File: config.mk
export PLATFORM = sky130hd
export DESIGN_NAME = dram_sram_bridge
export DESIGN_NICKNAME = d
export VERILOG_FILES = /design/src/rtl/bridge_pkg.sv /design/src/rtl/input_sync.sv /design/src/rtl/half_latch.sv /design/src/rtl/cycle_ctrl.sv /design/src/rtl/dram_sram_bridge.sv
export SDC_FILE = /design/constraint.sdc
export NUM_CORES = 1
export LEC_CHECK = 0
export BUFFER_PORTS_ARGS = -buffer_cell sky130_fd_sc_hd__buf_2
export CAP_MARGIN = 20
export CELL_PAD_IN_SITES_DETAIL_PLACEMENT = 0
export CELL_PAD_IN_SITES_GLOBAL_PLACEMENT = 2
export CORE_MARGIN = 4
export CORE_UTILIZATION = 34
export DETAILED_ROUTE_END_ITERATION = 6
export PLACE_DENSITY = 0.85
export SYNTH_ARGS = -nofsm -noshare
export SYNTH_HDL_FRONTEND = slang
export SYNTH_SLANG_ARGS = --single-unit
File: constraint.sdc
create_clock -name clk -period 1.3 [get_ports clk]
set_input_delay 0.26 -clock clk [delete_from_list [all_inputs] [get_ports clk]]
set_output_delay 0.26 -clock clk [all_outputs]
set_load 0.03 [all_outputs]
File: src/rtl/bridge_pkg.sv
package bridge_pkg;

    typedef enum logic [1:0] {
        ST_IDLE    = 2'd0,
        ST_ROW     = 2'd1,
        ST_ACTIVE  = 2'd2,
        ST_REFRESH = 2'd3
    } bridge_state_e;

    typedef struct packed {
        bridge_state_e state;
        logic          ce_n;
        logic          oe_n;
        logic          we_n;
    } ctrl_regs_t;

endpackage

File: src/rtl/input_sync.sv
module input_sync #(
    parameter int          W       = 4,
    parameter int          STAGES  = 2,
    parameter logic [W-1:0] RST_VAL = '0
) (
    input  logic         clk,
    input  logic         rst_n,
    input  logic [W-1:0] din,
    output logic [W-1:0] dout,
    output logic [W-1:0] dprev
);
    typedef struct packed {
        logic [STAGES-1:0][W-1:0] pipe;
        logic [W-1:0]             prev;
    } sync_regs_t;

    sync_regs_t s_d, s_q;

    always_comb begin
        s_d         = s_q;
        s_d.pipe[0] = din;
        for (int i = 1; i < STAGES; i++) begin
            s_d.pipe[i] = s_q.pipe[i-1];
        end
        s_d.prev = s_q.pipe[STAGES-1];
    end

    always_ff @(posedge clk or negedge rst_n) begin
        if (!rst_n) begin
            s_q.pipe <= {STAGES{RST_VAL}};
            s_q.prev <= RST_VAL;
        end else begin
            s_q <= s_d;
        end
    end

    assign dout  = s_q.pipe[STAGES-1];
    assign dprev = s_q.prev;
endmodule

File: src/rtl/half_latch.sv
module half_latch #(
    parameter int W = 9
) (
    input  logic         clk,
    input  logic         rst_n,
    input  logic         load,
    input  logic [W-1:0] d,
    output logic [W-1:0] q
);
    logic [W-1:0] val_d, val_q;

    always_comb begin
        val_d = val_q;
        if (load) begin
            val_d = d;
        end
    end

    always_ff @(posedge clk or negedge rst_n) begin
        if (!rst_n) begin
            val_q <= '0;
        end else begin
            val_q <= val_d;
        end
    end

    assign q = val_q;
endmodule

File: src/rtl/cycle_ctrl.sv
module cycle_ctrl
    import bridge_pkg::*;
(
    input  logic clk,
    input  logic rst_n,
    input  logic row_lvl,
    input  logic row_prev,
    input  logic col_lvl,
    input  logic col_prev,
    input  logic wr_lvl,
    output logic load_row,
    output logic load_col,
    output logic ce_n,
    output logic oe_n,
    output logic we_n
);
    ctrl_regs_t c_d, c_q;
    logic row_fall, row_rise, col_fall;

    always_comb begin
        row_fall = row_prev & ~row_lvl;
        row_rise = ~row_prev & row_lvl;
        col_fall = col_prev & ~col_lvl;
        c_d      = c_q;
        load_row = 1'b0;
        load_col = 1'b0;
        case (c_q.state)
            ST_IDLE: begin
                if (!col_lvl) begin
                    c_d.state = ST_REFRESH;
                end else if (row_fall) begin
                    c_d.state = ST_ROW;
                    load_row  = 1'b1;
                end
            end
            ST_ROW: begin
                if (row_rise) begin
                    c_d.state = ST_IDLE;
                end else if (col_fall) begin
                    c_d.state = ST_ACTIVE;
                    load_col  = 1'b1;
                end
            end
            ST_ACTIVE: begin
                if (row_rise) begin
                    c_d.state = ST_IDLE;
                end else if (col_fall) begin
                    load_col = 1'b1;
                end
            end
            default: begin
                if (row_lvl && col_lvl) begin
                    c_d.state = ST_IDLE;
                end
            end
        endcase
        c_d.ce_n = (c_d.state != ST_ACTIVE);
        c_d.oe_n = c_d.ce_n | wr_lvl;
        c_d.we_n = c_d.ce_n | ~wr_lvl;
    end

    always_ff @(posedge clk or negedge rst_n) begin
        if (!rst_n) begin
            c_q.state <= ST_IDLE;
            c_q.ce_n  <= 1'b1;
            c_q.oe_n  <= 1'b1;
            c_q.we_n  <= 1'b1;
        end else begin
            c_q <= c_d;
        end
    end

    assign ce_n = c_q.ce_n;
    assign oe_n = c_q.oe_n;
    assign we_n = c_q.we_n;
endmodule

File: src/rtl/dram_sram_bridge.sv
module dram_sram_bridge #(
    parameter int HALF_W      = 9,
    parameter int SYNC_STAGES = 2,
    localparam int ADDR_W     = 2 * HALF_W + 1,
    localparam int BUS_W      = HALF_W + 4
) (
    input  logic              clk,
    input  logic              rst_n,
    input  logic [HALF_W-1:0] mux_addr,
    input  logic              row_stb_n,
    input  logic              col_stb_n,
    input  logic              bank_sel,
    input  logic              wr_req,
    output logic [ADDR_W-1:0] sram_addr,
    output logic              sram_ce_n,
    output logic              sram_oe_n,
    output logic              sram_we_n
);
    localparam int P_BANK = HALF_W;
    localparam int P_WR   = HALF_W + 1;
    localparam int P_COL  = HALF_W + 2;
    localparam int P_ROW  = HALF_W + 3;
    localparam logic [BUS_W-1:0] IDLE_VAL = {2'b11, {(HALF_W+2){1'b0}}};

    logic [BUS_W-1:0]  bus_in, bus_now, bus_prev;
    logic              row_lvl, col_lvl, load_row, load_col;
    logic [HALF_W:0]   row_q;
    logic [HALF_W-1:0] col_q;

    assign bus_in = {row_stb_n, col_stb_n, wr_req, bank_sel, mux_addr};

    input_sync #(.W(BUS_W), .STAGES(SYNC_STAGES), .RST_VAL(IDLE_VAL)) u_sync (
        .clk(clk), .rst_n(rst_n), .din(bus_in), .dout(bus_now), .dprev(bus_prev)
    );

    assign row_lvl = bus_now[P_ROW];
    assign col_lvl = bus_now[P_COL];

    cycle_ctrl u_ctrl (
        .clk(clk), .rst_n(rst_n),
        .row_lvl(row_lvl), .row_prev(bus_prev[P_ROW]),
        .col_lvl(col_lvl), .col_prev(bus_prev[P_COL]),
        .wr_lvl(bus_now[P_WR]),
        .load_row(load_row), .load_col(load_col),
        .ce_n(sram_ce_n), .oe_n(sram_oe_n), .we_n(sram_we_n)
    );

    half_latch #(.W(HALF_W + 1)) u_row (
        .clk(clk), .rst_n(rst_n), .load(load_row),
        .d({bus_now[P_BANK], bus_now[HALF_W-1:0]}), .q(row_q)
    );

    half_latch #(.W(HALF_W)) u_col (
        .clk(clk), .rst_n(rst_n), .load(load_col),
        .d(bus_now[HALF_W-1:0]), .q(col_q)
    );

    assign sram_addr = {row_q, col_q};
endmodule

==> out/metrics.cfg <==
[setup_path]
required_ns = 1.53
cp.arrival_ns = 1.71
endpoint_kind = flip-flop
worstPathMaxFanout = 5
start_kind = flip-flop
worstSetupPathType = flip-flop to flip-flop

[placed_design]
place_area_sq_um = 2130
hpwl_mm = 2.15
io_buffers = 36
globalplace.congestion = 0.756

[min_path]
hold_class = input pin to flip-flop

[power_and_ir_drop]
leakage_nw = 1.14
power_switching_w = 0.00214
power_density_nw_per_um2 = 2410
internal_power_w = 0.00364
switching_share = 0.371
p_clk_frac = 0.162
peakVddDrop_mv = 1.44
power_frac_comb = 0.437
power_frac_seq = 0.401
p_total_w = 0.00578

[synth]
ys_types = 26
synthCells = 104
synth_seq_cells = 52
syn_area_per_cell_sq_um = 17.0
synth-seq-area-share = 0.744
syn_area_sq_um = 1760
syn_nets = 123
yosysWarnings = 0

[floorplanning]
start_util = 0.361
rows = 25
die_height_um = 80.0
die_area_sq_um = 6400
core_area_sq_um = 4880
ios = 37
die_x_um = 80.0

[final_layout]
stdcell_area_sq_um = 2400
area_delta_synth_final_pct = 36.4
final_common_cell = dfrtp_1
drive_above_1_share = 0.640
diodes = 0
nets = 180
layout_common_cells = dfrtp_1 (41), buf_2 (35), mux2_2 (10), buf_4 (10)
nFillCells = 458

[sta]
fin_ws_ns = -0.172
setup_viol = 24
fin_crit_sh = 1.13
tightest_slew_ns = 0.357
fin_crit_ns = 1.47
clock_skew_ns = 0.00467
slew_viol_final = 0
fmax_mhz = 679
rsz0062_at_grt = yes
relSlewSlack = 0.760
hold_viol = 0

[clocking]
clk_latency_ns = 0.29
clockRootBuffer = clkbuf_8
clock_path_buffers = 2
cts_sinks = 52
htreeDepth = 2
cts_buffers = 5
clk_pin_slew_ns = 0.08
cts_tree = yes

[flow_run]
maxCapViolations = 0

[grt]
grt_pass1_vias = 1159
grt_pass1_wl_mm = 5.71
grt_max_degree = 53
antenna_found_initial = 0
grt_overflow = 0
track_usage = 0.119

[drt]
ant_nets = 0
drc = 0
dr.pass1.iters = 2
routedWlPerCell_um = 14.6
wirelength_mm = 3.33
vias_per_cell = 4.52
drtIter0Drc = 38
num_vias = 1031

[outcome]
status = finished with violations
violations = setup timing

## what timing repair did
action,CTS,global route
endpoints found under the setup margin,24,25
setup buffers,3,3
hold buffers,1,0
pin swaps,7,6
gates resized for setup,22,6
hold endpoints to repair,43,0
cloned,1,0
## layer usage
layer	share of wire	global-route usage
met1	0.41	0.140
met2	0.53	0.204
met3	0.058	0.0429
met4	0.0024	0.0304
met5	0	0
## state kept, by name, summed over array words and instances (netlist names), 2 cells and up
register / flops
u_row.q: 10
u_col.q: 9
u_sync.dout: 13
u_ctrl.c_q: 2
u_sync.s_d: 13
u_sync.dprev: 2
## metrics by stage
stage | utilization | cells | hold slack (ns) | setup TNS [ns] | worst slack (ns)
final | 0.493 | 228 | 0.0639 | -2.38 | -0.172
after global routing | 0.493 | 228 | 0.0371 | -3.31 | -0.257
after CTS | 0.484 | 226 | 0.0519 | -2.53 | -0.192
after detailed placement | 0.436 | 214 | 0.267 | -3.86 | -0.243
after global placement | 0.436 | 214 | 0.262 | -3.04 | -0.171
after floorplan | - | 104 | -0.0356 | -1.35 | -0.0698
## cells in the mapped netlist
cell      instances  share of area
a21o_1            1         0.0043
a221oi_1          1         0.0050
nand2_1           2         0.0043
dfstp_2           9           0.13
dfrtp_1          43           0.61
a22oi_1           1         0.0043
a21oi_2           1         0.0050
nor2_1            3         0.0064
nor3_1            1         0.0028
nand2_2           1         0.0036
o32ai_2           1         0.0092
mux2_2           16           0.10
inv_1             4         0.0085
mux2_1            3          0.019
or3_1             1         0.0036
buf_2             1         0.0028
nand3_1           2         0.0057
nand3b_1          1         0.0043
nor2b_1           1         0.0036
a21boi_0          1         0.0043
nand4b_1          1         0.0050
nand2b_1          2         0.0071
ha_1              4          0.028
a31oi_1           1         0.0036
nor2b_4           1         0.0078
or3b_1            1         0.0050
## logic make-up after synthesis
| group | share of synthesized area |
|---|---|
| DFF | 0.745 |
| muxes | 0.121 |
| and+or+nand+nor | 0.0589 |
| AOI/OAI and AO/OA | 0.0355 |
| buffers and inverters | 0.0114 |
| adders and majority gates | 0.0284 |
## power groups by stage
stage,Clock [W],Sequential [W],Combinational (W)
CTS,0.000967,0.00232,0.00244
floorplan,0,0.00299,0.000689
detailed placement,0,0.00234,0.00206
global placement,0,0.00232,0.00200
global route,0.00105,0.00238,0.00270
finish,0.000937,0.00232,0.00253
## final timing paths
check | startpoint | slack, ns | cells past startpoint | to
min | row_stb_n | 0.06 | 1 | u_sync.s_d[38]
max reg2reg | u_ctrl.c_q[3] | -0.17 | 5 | u_ctrl.we_n
max in group asynchronous | rst_n | 0.54 | 3 | u_sync.dprev[12]
min reg2reg | u_sync.s_d[31] | 0.35 | 0 | u_sync.dout[5]
min in group asynchronous | rst_n | 0.47 | 3 | u_col.q[6]
max | u_ctrl.c_q[3] | -0.17 | 5 | u_ctrl.we_n
## area by class of cell
class	instances	area (sq um)	share of cell area
clock buffer	7	96.3	0.0401
sequential	52	1320	0.547
multi-input combinational	48	573	0.238
inverter	4	17.5	0.00728
timing repair buffer	50	319	0.133
tap	67	83.8	0.0349
## worst max-delay path: stages, from the launching register on
cell and delay, ns:
dfrtp_2 0.47, ha_4 0.19, or3b_4 0.39, a21oi_4 0.15, o32ai_4 0.12, nand3_1 0.11
Note: power is estimated with default switching activity, not from simulation.
